`src/rtl/xmem_stretch_pkg.sv`:
```
package xmem_stretch_pkg;

   // phase of one external access
   typedef enum logic [1:0] {
      XS_IDLE = 2'd0,
      XS_XFER = 2'd1,
      XS_DONE = 2'd2
   } xs_phase_e;

   // counter width able to index a window of (2**sw - 1) + 2 cycles
   function automatic int unsigned xs_cnt_w(input int unsigned sw);
      return $clog2((2 ** sw) + 2);
   endfunction

endpackage

```
`src/rtl/xmem_stretch_cfg.sv`:
```
module xmem_stretch_cfg #(
   parameter int unsigned STRETCH_W     = 3,
   parameter int unsigned RESET_STRETCH = 1
) (
   input  logic                 clk,
   input  logic                 rst_n,
   input  logic                 wr_en,
   input  logic [STRETCH_W-1:0] wr_val,
   output logic [STRETCH_W-1:0] stretch_q
);

   localparam logic [STRETCH_W-1:0] RST_VAL = STRETCH_W'(RESET_STRETCH);

   always_ff @(posedge clk) begin
      if (!rst_n) begin
         stretch_q <= RST_VAL;
      end else if (wr_en) begin
         stretch_q <= wr_val;
      end
   end

endmodule

```
`src/rtl/xmem_stretch_widths.sv`:
```
// Turns a stretch value and direction into window and strobe limits,
// expressed as counter indices inside the address window (first = 0).
module xmem_stretch_widths #(
   parameter int unsigned STRETCH_W = 3,
   parameter int unsigned CNT_W     = 4
) (
   input  logic [STRETCH_W-1:0] stretch,
   input  logic                 is_wr,
   output logic [CNT_W-1:0]     win_last,
   output logic [CNT_W-1:0]     stb_first,
   output logic [CNT_W-1:0]     stb_last
);

   logic [CNT_W-1:0] s_ext;
   logic             s_zero;

   assign s_ext  = CNT_W'(stretch);
   assign s_zero = (stretch == '0);

   always_comb begin
      if (is_wr) begin
         // window s+2; strobe max(1,s) ending one before window end (index s)
         win_last  = s_ext + CNT_W'(1);
         stb_first = s_zero ? '0 : CNT_W'(1);
         stb_last  = s_ext;
      end else begin
         // window s+1; strobe covers the whole window
         win_last  = s_ext;
         stb_first = '0;
         stb_last  = s_ext;
      end
   end

endmodule

```
`src/rtl/xmem_seq_fsm.sv`:
```
module xmem_seq_fsm
   import xmem_stretch_pkg::*;
#(
   parameter int unsigned ADDR_W = 16,
   parameter int unsigned DATA_W = 8,
   parameter int unsigned CNT_W  = 4
) (
   input  logic              clk,
   input  logic              rst_n,
   input  logic              req,
   input  logic              req_wr,
   input  logic [ADDR_W-1:0] req_addr,
   input  logic [DATA_W-1:0] req_wdata,
   input  logic [CNT_W-1:0]  lim_win_last,
   input  logic [CNT_W-1:0]  lim_stb_first,
   input  logic [CNT_W-1:0]  lim_stb_last,
   input  logic [DATA_W-1:0] mem_rdata,
   output logic              busy,
   output logic              done,
   output logic [ADDR_W-1:0] mem_addr,
   output logic              mem_addr_vld,
   output logic              mem_rd,
   output logic              mem_wr,
   output logic [DATA_W-1:0] mem_wdata,
   output logic [DATA_W-1:0] rd_data
);

   xs_phase_e         phase_q;
   logic [CNT_W-1:0]  cnt_q;
   logic              wr_q;
   logic [ADDR_W-1:0] addr_q;
   logic [DATA_W-1:0] wdata_q;
   logic [CNT_W-1:0]  win_last_q;
   logic [CNT_W-1:0]  stb_first_q;
   logic [CNT_W-1:0]  stb_last_q;

   logic in_win;
   logic in_stb;
   logic win_end;

   assign in_win  = (phase_q == XS_XFER);
   assign in_stb  = in_win && (cnt_q >= stb_first_q) && (cnt_q <= stb_last_q);
   assign win_end = in_win && (cnt_q == win_last_q);

   always_ff @(posedge clk) begin
      if (!rst_n) begin
         phase_q     <= XS_IDLE;
         cnt_q       <= '0;
         wr_q        <= 1'b0;
         addr_q      <= '0;
         wdata_q     <= '0;
         win_last_q  <= '0;
         stb_first_q <= '0;
         stb_last_q  <= '0;
         rd_data     <= '0;
      end else begin
         unique case (phase_q)
            XS_IDLE: begin
               if (req) begin
                  phase_q     <= XS_XFER;
                  cnt_q       <= '0;
                  wr_q        <= req_wr;
                  addr_q      <= req_addr;
                  wdata_q     <= req_wdata;
                  win_last_q  <= lim_win_last;
                  stb_first_q <= lim_stb_first;
                  stb_last_q  <= lim_stb_last;
               end
            end
            XS_XFER: begin
               if (win_end) begin
                  phase_q <= XS_DONE;
                  if (!wr_q) begin
                     rd_data <= mem_rdata;
                  end
               end else begin
                  cnt_q <= cnt_q + CNT_W'(1);
               end
            end
            XS_DONE: begin
               phase_q <= XS_IDLE;
            end
            default: begin
               phase_q <= XS_IDLE;
            end
         endcase
      end
   end

   assign busy         = (phase_q != XS_IDLE);
   assign done         = (phase_q == XS_DONE);
   assign mem_addr_vld = in_win;
   assign mem_addr     = in_win ? addr_q : '0;
   assign mem_wdata    = (in_win && wr_q) ? wdata_q : '0;
   assign mem_rd       = in_stb && !wr_q;
   assign mem_wr       = in_stb && wr_q;

endmodule

```
`src/rtl/xmem_stretch_seq.sv`:
```
module xmem_stretch_seq
   import xmem_stretch_pkg::*;
#(
   parameter int unsigned ADDR_W        = 16,
   parameter int unsigned DATA_W        = 8,
   parameter int unsigned STRETCH_W     = 3,
   parameter int unsigned RESET_STRETCH = 1
) (
   input  logic                 clk,
   input  logic                 rst_n,
   input  logic                 cfg_we,
   input  logic [STRETCH_W-1:0] cfg_stretch,
   input  logic                 req,
   input  logic                 req_wr,
   input  logic [ADDR_W-1:0]    req_addr,
   input  logic [DATA_W-1:0]    req_wdata,
   output logic                 busy,
   output logic                 done,
   output logic [ADDR_W-1:0]    mem_addr,
   output logic                 mem_addr_vld,
   output logic                 mem_rd,
   output logic                 mem_wr,
   output logic [DATA_W-1:0]    mem_wdata,
   input  logic [DATA_W-1:0]    mem_rdata,
   output logic [DATA_W-1:0]    rd_data
);

   localparam int unsigned CNT_W = xs_cnt_w(STRETCH_W);

   // elaboration-time parameter checks
   if (STRETCH_W < 1 || STRETCH_W > 6) begin : g_bad_stretch_w
      $error("xmem_stretch_seq: STRETCH_W must be 1..6");
   end
   if (RESET_STRETCH >= (2 ** STRETCH_W)) begin : g_bad_reset
      $error("xmem_stretch_seq: RESET_STRETCH does not fit STRETCH_W");
   end
   if (ADDR_W < 1 || DATA_W < 1) begin : g_bad_bus
      $error("xmem_stretch_seq: bus widths must be positive");
   end

   logic [STRETCH_W-1:0] stretch_q;
   logic [CNT_W-1:0]     lim_win_last;
   logic [CNT_W-1:0]     lim_stb_first;
   logic [CNT_W-1:0]     lim_stb_last;

   xmem_stretch_cfg #(
      .STRETCH_W     (STRETCH_W),
      .RESET_STRETCH (RESET_STRETCH)
   ) cfg_i (
      .clk       (clk),
      .rst_n     (rst_n),
      .wr_en     (cfg_we),
      .wr_val    (cfg_stretch),
      .stretch_q (stretch_q)
   );

   xmem_stretch_widths #(
      .STRETCH_W (STRETCH_W),
      .CNT_W     (CNT_W)
   ) widths_i (
      .stretch   (stretch_q),
      .is_wr     (req_wr),
      .win_last  (lim_win_last),
      .stb_first (lim_stb_first),
      .stb_last  (lim_stb_last)
   );

   xmem_seq_fsm #(
      .ADDR_W (ADDR_W),
      .DATA_W (DATA_W),
      .CNT_W  (CNT_W)
   ) fsm_i (
      .clk           (clk),
      .rst_n         (rst_n),
      .req           (req),
      .req_wr        (req_wr),
      .req_addr      (req_addr),
      .req_wdata     (req_wdata),
      .lim_win_last  (lim_win_last),
      .lim_stb_first (lim_stb_first),
      .lim_stb_last  (lim_stb_last),
      .mem_rdata     (mem_rdata),
      .busy          (busy),
      .done          (done),
      .mem_addr      (mem_addr),
      .mem_addr_vld  (mem_addr_vld),
      .mem_rd        (mem_rd),
      .mem_wr        (mem_wr),
      .mem_wdata     (mem_wdata),
      .rd_data       (rd_data)
   );

endmodule

```
`config.mk`:
```
export PLATFORM = sky130hd
export DESIGN_NAME = xmem_stretch_seq
export DESIGN_NICKNAME = d
export VERILOG_FILES = /design/src/rtl/xmem_stretch_pkg.sv /design/src/rtl/xmem_stretch_cfg.sv /design/src/rtl/xmem_stretch_widths.sv /design/src/rtl/xmem_seq_fsm.sv /design/src/rtl/xmem_stretch_seq.sv
export SDC_FILE = /design/constraint.sdc
export NUM_CORES = 1
export LEC_CHECK = 0
export ABC_AREA = 1
export ABC_CLOCK_PERIOD_IN_PS = 2200
export BUFFER_PORTS_ARGS = -buffer_cell sky130_fd_sc_hd__buf_2
export CAP_MARGIN = 20
export CORE_ASPECT_RATIO = 1.2
export CORE_MARGIN = 2
export CORE_UTILIZATION = 53
export DETAILED_ROUTE_END_ITERATION = 6
export GPL_ROUTABILITY_DRIVEN = 0
export PLACE_DENSITY = 0.84
export SYNTH_ARGS = -nofsm -noshare
export SYNTH_HDL_FRONTEND = slang
export SYNTH_SLANG_ARGS = --single-unit
```
`constraint.sdc`:
```
create_clock -name clk -period 2.2 [get_ports clk]
set_input_delay 0.22 -clock clk [delete_from_list [all_inputs] [get_ports clk]]
set_output_delay 0.22 -clock clk [all_outputs]
set_load 0.03 [all_outputs]
```
==> metrics.json, run 1 <==
{
  "setup_path": {
    "critical_path_class": "flop to output port",
    "critPathBufInv": 1,
    "critical_path.max_fanout": 6,
    "number_of_cells_on_the_worst_reg_to_reg_path": 6,
    "crit_slowest_cell": "sky130_fd_sc_hd__dfxtp_1",
    "cp_capture_type": "output port",
    "critical_path_cell_count": 7,
    "cpLargestDelayFamily": "flip-flops",
    "critPathMostFrequentCell": "sky130_fd_sc_hd__nor2_1",
    "cp_slowest_stage_delay_ps": 420,
    "reg2reg_slack_ps": 500,
    "worstSetupStartpointType": "flop",
    "worstPathArrival_ps": 1850,
    "path_cells": "ha_1 > a21oi_1 > nor2_1 > o21ai_0 > nand4_1 > nor2_1 > buf_2",
    "cp_data_required_time_ps": 1980
  },
  "worst_hold_path": {
    "worst_hold_path_type": "input pin to flop",
    "worst_hold_stages": 3
  },
  "clocking": {
    "number_of_buffers_added_for_setup_after_cts": 0,
    "post_cts_resize_count": 0,
    "tritoncts_clock_tree": "yes",
    "cts.root.buffer_cell": "sky130_fd_sc_hd__clkbuf_8",
    "cts_hold_buffers": 0,
    "cts.reportedPaths.clkPinSlew_ps": 80,
    "clock_tree.htree_level_count": 2,
    "insertion_delay_ps": 300,
    "cts.sink_count": 50,
    "max-clock-path-buffers": 2,
    "cts_buf_count": 5
  },
  "sta": {
    "period_share": 0.939,
    "relSlewSlack": 0.427,
    "final_setup_violation_count": 0,
    "layout_min_cycle_time_ps": 2070,
    "max_clock_freq_mhz": 484,
    "slew_violations": 0,
    "final.setup.tns_ps": 0,
    "hold_slack_ps": 136,
    "setup_repair_after_global_routing_missed_its_margin": "false",
    "max_slew.worst_pin.slew_ps": 858,
    "clock_skew_ps": 3.53,
    "timing_hold_violations_final": 0
  },
  "routing": {
    "drt-total-wl_um": 4990,
    "detail_route.wl_per_cell_um": 11.3,
    "drt_first_iter_violations": 89,
    "vias": 2151,
    "routed_via_density": 4.86,
    "drc": 0,
    "antenna_violating_nets_post_route": 0,
    "dr.pass1.iters": 4
  },
  "power": {
    "pwr_density_cell_nw_per_um2": 793,
    "switching_power_w": 0.000686,
    "max-vdd-ir-drop_uv": 557,
    "seq_power_share": 0.476,
    "power.internal_w": 0.00150,
    "clk_pwr_share": 0.290,
    "total_leakage_power_nw": 1.38,
    "combPwrFrac": 0.234,
    "switching_share": 0.314
  },
  "flow_run": {
    "cap_violations": 0
  },
  "placed_design": {
    "dpl.hpwl_um": 3570,
    "port_buffers": 76
  },
  "global_route": {
    "grt_usage": 0.215,
    "pin_count_of_the_biggest_net_entering_global_routing": 62,
    "number_of_antenna_violations_at_the_first_check_in_global_routing": 0,
    "grt_use_met1": 0.224,
    "global_route.overflow_total": 0,
    "grtUsageMet3": 0.0473,
    "met2_usage": 0.425,
    "grt_first_pass_wirelength_um": 8090,
    "first_global_vias": 1997,
    "grt_busiest_layer": "met2"
  },
  "synth": {
    "post_synth.cell_area_avg_sq_um": 7.11,
    "netlist_instances": 316,
    "synth_sequential_area_ratio": 0.446,
    "postSynthRegisterBits": 50,
    "ys.warnings.count": 0,
    "synthesis.area_sq_um": 2250,
    "synth.lib_cells_used.distinct": 22,
    "synth_fp_nets": 363
  },
  "cells_and_area": {
    "fin_nets": 435,
    "syn_to_final_growth_pct": 22.6,
    "nFillCells": 355,
    "antenna_cells_inserted": 0,
    "mostFrequentLayoutCell": "sky130_fd_sc_hd__buf_2",
    "layout.cells.most_common_list": "sky130_fd_sc_hd__buf_2, sky130_fd_sc_hd__nor2_1, sky130_fd_sc_hd__dfxtp_1",
    "drive_gt1_frac": 0.254
  },
  "die": {
    "die_y_um": 75.3,
    "fp.dieArea_sq_um": 4780,
    "boundaryPins": 77,
    "rows": 25,
    "core_area_sq_um": 4000,
    "initial_core_util": 0.561,
    "die_width_um": 63.4
  },
  "run_status": {
    "run_status": "finished, final reports clean"
  }
}
[worst register-to-register path, cell delays in order, from the launching register on]
cell,delay (ps)
sky130_fd_sc_hd__dfxtp_1,410
sky130_fd_sc_hd__inv_2,50
sky130_fd_sc_hd__nand2_1,90
sky130_fd_sc_hd__nor2_2,70
sky130_fd_sc_hd__inv_2,630
sky130_fd_sc_hd__nand2_1,160
sky130_fd_sc_hd__a21oi_1,210
[per-stage QoR]
stage           util  total power, W  setup slack [ps]  std cells  area [sq um]
2_1_floorplan      -         0.00144               505        316          2250
3_3_place_gp   0.660         0.00155               542        435          2640
3_5_place_dp   0.660         0.00157               472        435          2640
4_1_cts        0.688         0.00220               121        443          2750
5_1_grt        0.688         0.00230              12.3        443          2750
6_report       0.688         0.00218               133        443          2750
[power groups by stage]
stage	registers, W	logic, W	clock network [W]
5_1_grt	0.00105	0.000576	0.000676
3_5_place_dp	0.00106	0.000509	0
6_report	0.00104	0.000511	0.000633
4_1_cts	0.00104	0.000512	0.000643
2_1_floorplan	0.00109	0.000353	0
3_3_place_gp	0.00106	0.000496	0
[cells by family after synthesis]
family,share of synthesized area
xor gates and xnor gates,0.00780
and+or+nand+nor,0.213
adders and majority gates,0.0390
AOI/OAI and AO/OA,0.174
DFF,0.446
buffers and inverters,0.120
[synthesized netlist by cell type]
cell,n,area share
sky130_fd_sc_hd__a21oi_1,42,0.094
sky130_fd_sc_hd__a31oi_1,1,0.0028
sky130_fd_sc_hd__buf_1,1,0.0017
sky130_fd_sc_hd__buf_2,5,0.011
sky130_fd_sc_hd__buf_6,1,0.0050
sky130_fd_sc_hd__clkbuf_1,5,0.0084
sky130_fd_sc_hd__clkinv_1,1,0.0017
sky130_fd_sc_hd__dfxtp_1,50,0.45
sky130_fd_sc_hd__ha_1,7,0.039
sky130_fd_sc_hd__inv_1,48,0.080
sky130_fd_sc_hd__inv_2,7,0.012
sky130_fd_sc_hd__nand2_1,41,0.069
sky130_fd_sc_hd__nand2_2,3,0.0084
sky130_fd_sc_hd__nand3_1,8,0.018
sky130_fd_sc_hd__nand4_1,3,0.0084
sky130_fd_sc_hd__nand4_4,1,0.0095
sky130_fd_sc_hd__nor2_1,51,0.085
sky130_fd_sc_hd__nor2_2,2,0.0056
sky130_fd_sc_hd__nor2_4,2,0.010
sky130_fd_sc_hd__o21ai_0,29,0.065
sky130_fd_sc_hd__o21ai_1,6,0.013
sky130_fd_sc_hd__xor2_1,2,0.0078
[sequential cells by signal (all words and copies together) (netlist names)]
register           cells
fsm_i.wdata_q          8
fsm_i.win_last_q       4
fsm_i.stb_first_q      1
fsm_i.addr_q          16
fsm_i.cnt_q            4
fsm_i.phase_q          2
cfg_i.stretch_q        3
fsm_i.stb_last_q       3
fsm_i.rd_data          8
fsm_i.wr_q             1
[metal layers]
metal,part of all wire,up-vias
met5,0,-
met4,0.015,0
met3,0.047,8
met2,0.51,52
met1,0.43,962
li1,-,1129
[path summary, 6_finish.rpt]
check                                      start              endpoint
worst min register to register  fsm_i.addr_q[11]      fsm_i.addr_q[11]
worst max register to register  fsm_i.phase_q[1]  fsm_i.stb_first_q[0]
worst max-delay path              fsm_i.cnt_q[1]                mem_rd
worst min-delay path              cfg_stretch[2]    cfg_i.stretch_q[2]
[area by class of cell]
cell class | instances | area (sq um) | area share
Clock inverter | 2 | 37.5 | 0.0136
Inverter | 56 | 210 | 0.0764
Sequential cell | 50 | 1000 | 0.364
Tap cell | 54 | 67.6 | 0.0245
Timing Repair Buffer | 77 | 388 | 0.141
Clock buffer | 6 | 72.6 | 0.0264
Multi-Input combinational cell | 198 | 976 | 0.355
Power figures use the tool's default switching activity.
==> inputs of run 2 (changes only) <==
--- a/config.mk
+++ b/config.mk
@@ -15,6 +15,8 @@
 export DETAILED_ROUTE_END_ITERATION = 6
 export GPL_ROUTABILITY_DRIVEN = 0
 export PLACE_DENSITY = 0.84
+export REMOVE_ABC_BUFFERS = 1
 export SYNTH_ARGS = -nofsm -noshare
 export SYNTH_HDL_FRONTEND = slang
 export SYNTH_SLANG_ARGS = --single-unit
+export TNS_END_PERCENT = 100
==> run 2 against run 1 <==
  * Flip-flop and latch count did not move
  * Clock skew grew 3.9 ps
  * Die area is the same
  * Core utilization rose by 0.84 points
  * Critical path type unchanged
  * Critical endpoint is now mem_wr
  * Highest routed layer unchanged
==> metrics.json, run 2 (synthesis results as in run 1) <==
{
  "cells_and_area": {
    "largest_registers": {"value": "fsm_i.addr_q x16, fsm_i.rd_data x8, fsm_i.wdata_q x8", "change": "unchanged"},
    "drive_gt1_frac": {"value": 0.260, "change": "was 0.254"},
    "mostFrequentLayoutCell": {"value": "sky130_fd_sc_hd__buf_2", "change": "unchanged"},
    "seq_area": {"value": 1000, "unit": "sq um", "change": "about the same"},
    "final_cells": {"value": 443, "change": "unchanged"},
    "layout.cells.most_common_list": {"value": "sky130_fd_sc_hd__buf_2, sky130_fd_sc_hd__nor2_1, sky130_fd_sc_hd__dfxtp_1", "change": "unchanged"},
    "nFillCells": {"value": 368, "change": "was 355"},
    "max_flop_register": {"value": "fsm_i.addr_q", "change": "unchanged"},
    "antenna_cells_inserted": {"value": 0, "change": "unchanged"},
    "multiInputGateArea": {"value": 976, "unit": "sq um", "change": "unchanged"},
    "syn_to_final_growth": {"value": 24.1, "unit": "%", "change": "was 22.6%"},
    "finish.instance_area": {"value": 2790, "unit": "sq um", "change": "was 2750 sq um"},
    "largest_reg_flops": {"value": 16, "change": "unchanged"},
    "fin_nets": {"value": 435, "change": "unchanged"}
  },
  "sta": {
    "hold_slack": {"value": 137, "unit": "ps", "change": "was 136 ps"},
    "slew_violations": {"value": 0, "change": "unchanged"},
    "final.setup.tns": {"value": 0, "unit": "ps", "change": "unchanged"},
    "layout_min_cycle_time": {"value": 1980, "unit": "ps", "change": "was 2070 ps"},
    "max_slew.worst_pin.slew": {"value": 836, "unit": "ps", "change": "was 858 ps"},
    "setup_repair_after_global_routing_missed_its_margin": {"value": "false", "change": "unchanged"},
    "final_setup_violation_count": {"value": 0, "change": "unchanged"},
    "period_share": {"value": 0.899, "change": "was 0.939"},
    "max_clock_freq": {"value": 506, "unit": "MHz", "change": "was 484 MHz"},
    "relSlewSlack": {"value": 0.442, "change": "was 0.427"},
    "clock_skew": {"value": 7.42, "unit": "ps", "change": "was 3.53 ps"},
    "timing_hold_violations_final": {"value": 0, "change": "unchanged"}
  },
  "die": {
    "core_area": {"value": 4000, "unit": "sq um", "change": "unchanged"},
    "rows": {"value": 25, "change": "unchanged"},
    "fp.dieArea": {"value": 4780, "unit": "sq um", "change": "unchanged"},
    "boundaryPins": {"value": 77, "change": "unchanged"},
    "initial_core_util": {"value": 0.561, "change": "unchanged"},
    "die_y": {"value": 75.3, "unit": "um", "change": "unchanged"},
    "die_width": {"value": 63.4, "unit": "um", "change": "unchanged"}
  },
  "power": {
    "seq_power_share": {"value": 0.447, "change": "was 0.476"},
    "design_power_total": {"value": 0.00233, "unit": "W", "change": "was 0.00218 W"},
    "power.internal": {"value": 0.00164, "unit": "W", "change": "was 0.00150 W"},
    "switching_power": {"value": 0.000683, "unit": "W", "change": "was 0.000686 W"},
    "pwr_density_cell": {"value": 835, "unit": "nW/um^2", "change": "was 793 nW/um^2"},
    "max-vdd-ir-drop": {"value": 642, "unit": "uV", "change": "was 557 uV"},
    "clk_pwr_share": {"value": 0.335, "change": "was 0.290"},
    "total_leakage_power": {"value": 1.40, "unit": "nW", "change": "was 1.38 nW"},
    "combPwrFrac": {"value": 0.218, "change": "was 0.234"},
    "switching_share": {"value": 0.293, "change": "was 0.314"}
  },
  "global_route": {
    "pin_count_of_the_biggest_net_entering_global_routing": {"value": 62, "change": "unchanged"},
    "global_route.overflow_total": {"value": 0, "change": "unchanged"},
    "grt_first_pass_wirelength": {"value": 7890, "unit": "um", "change": "was 8090 um"},
    "first_global_vias": {"value": 1876, "change": "was 1,997"},
    "grt_usage": {"value": 0.209, "change": "was 0.215"},
    "number_of_antenna_violations_at_the_first_check_in_global_routing": {"value": 0, "change": "unchanged"}
  },
  "setup_path": {
    "path_cells": {"value": "ha_1 > inv_1 > nor2_1 > o21ai_0 > nand4_1 > nor2_1 > buf_2", "change": "was ha_1 > a21oi_1 > nor2_1 > o21ai_0 > nand4_1 > nor2_1 > buf_2"},
    "critical_path_class": {"value": "flop to output port", "change": "unchanged"},
    "worstSetupStartpointType": {"value": "flop", "change": "unchanged"},
    "crit_slowest_cell": {"value": "sky130_fd_sc_hd__dfxtp_1", "change": "unchanged"},
    "cp_capture_type": {"value": "output port", "change": "unchanged"},
    "cp_slowest_stage_delay": {"value": 490, "unit": "ps", "change": "was 420 ps"},
    "worstPathArrival": {"value": 1760, "unit": "ps", "change": "was 1850 ps"},
    "cpLargestDelayFamily": {"value": "flip-flops", "change": "unchanged"},
    "critical_path.max_fanout": {"value": 7, "change": "was 6"},
    "cp_data_required_time": {"value": 1980, "unit": "ps", "change": "about the same"},
    "critPathBufInv": {"value": 2, "change": "was 1"},
    "critPathMostFrequentCell": {"value": "sky130_fd_sc_hd__nor2_1", "change": "unchanged"}
  },
  "placed_design": {
    "port_buffers": {"value": 76, "change": "unchanged"},
    "placed_area": {"value": 2640, "unit": "sq um", "change": "unchanged"},
    "dpl.hpwl": {"value": 3450, "unit": "um", "change": "was 3570 um"},
    "placedCellCount": {"value": 435, "change": "unchanged"}
  },
  "clocking": {
    "cts.reportedPaths.clkPinSlew": {"value": 80, "unit": "ps", "change": "about the same"},
    "tritoncts_clock_tree": {"value": "yes", "change": "unchanged"},
    "cts_buf_count": {"value": 5, "change": "unchanged"},
    "cts_hold_buffers": {"value": 0, "change": "unchanged"},
    "max-clock-path-buffers": {"value": 2, "change": "unchanged"},
    "cts.root.buffer_cell": {"value": "sky130_fd_sc_hd__clkbuf_8", "change": "unchanged"},
    "cts.sink_count": {"value": 50, "change": "unchanged"},
    "insertion_delay": {"value": 300, "unit": "ps", "change": "about the same"},
    "clock_tree.htree_level_count": {"value": 2, "change": "unchanged"}
  },
  "routing": {
    "routed_via_density": {"value": 4.86, "change": "about the same"},
    "antenna_violating_nets_post_route": {"value": 0, "change": "unchanged"},
    "detail_route.wl_per_cell": {"value": 10.8, "unit": "um", "change": "was 11.3 um"},
    "vias": {"value": 2152, "change": "was 2,151"},
    "dr.pass1.iters": {"value": 5, "change": "was 4"},
    "drc": {"value": 0, "change": "unchanged"},
    "drt_first_iter_violations": {"value": 129, "change": "was 89"},
    "drt-total-wl": {"value": 4810, "unit": "um", "change": "was 4990 um"}
  },
  "worst_hold_path": {
    "worst_hold_path_type": {"value": "input pin to flop", "change": "unchanged"}
  },
  "run_status": {
    "run_status": {"value": "finished, final reports clean", "change": "unchanged"}
  },
  "flow_run": {
    "cap_violations": {"value": 0, "change": "unchanged"}
  }
}
[run 2: cell count changes in the layout (fill, tap and decap cells not counted), sizes merged]
cell	before	now
clkinvlp	1	0
bufinv	1	2
[run 2: tightest hold or removal path, stage by stage]
cell                     delay [ps]
sky130_fd_sc_hd__buf_2           70
sky130_fd_sc_hd__nor2_1          30
sky130_fd_sc_hd__nor2_1          80
[run 2: timing repair]
action,4_1_cts,5_1_grt
gates resized for setup,0,1
hold endpoints to repair,0,0
setup buffers,0,0
endpoints found under the setup margin,0,2
[run 2: power groups by stage]
stage,logic [W],registers [W],clock network (W)
4_1_cts,0.000511,0.00104,0.000800
6_report,0.000507,0.00104,0.000779
3_5_place_dp,0.000507,0.00106,0
2_1_floorplan,0.000330,0.00109,0
5_1_grt,0.000577,0.00105,0.000833
3_3_place_gp,0.000494,0.00106,0
[run 2: cell type report]
cell class / count / share of cell area
timing repair buffer: 77 / 0.139
inverter: 56 / 0.0754
tap: 54 / 0.0242
multi-input combinational: 198 / 0.350
sequential: 50 / 0.360
clock inverter: 2 / 0.0216
clock buffer: 6 / 0.0296
[run 2: through the flow]
| stage | setup slack, ps | util |
|---|---|---|
| detailed placement | 500 | 0.660 |
| CTS | 168 | 0.696 |
| finish | 222 | 0.696 |
| floorplan | 505 | - |
| global route | 28.1 | 0.696 |
| global placement | 549 | 0.660 |
[run 2: worst paths after layout]
kind / startpoint / end / slack (ps) / cells after the start
min reg2reg: fsm_i.wdata_q[3] / fsm_i.wdata_q[3] / 460 / 2
max reg2reg: fsm_i.phase_q[1] / fsm_i.cnt_q[3] / 510 / 7
max: fsm_i.cnt_q[2] / mem_wr / 220 / 7
min: mem_rdata[5] / fsm_i.rd_data[5] / 140 / 3
[run 2: routing by layer]
layer / vias up / routed length [um] / track usage
met1: 959 / 2110 / 0.241
met3: 11 / 224 / 0.0517
met4: 0 / 71 / 0.0700
li1: 1131 / - / -
met5: - / 0 / 0
met2: 51 / 2400 / 0.384
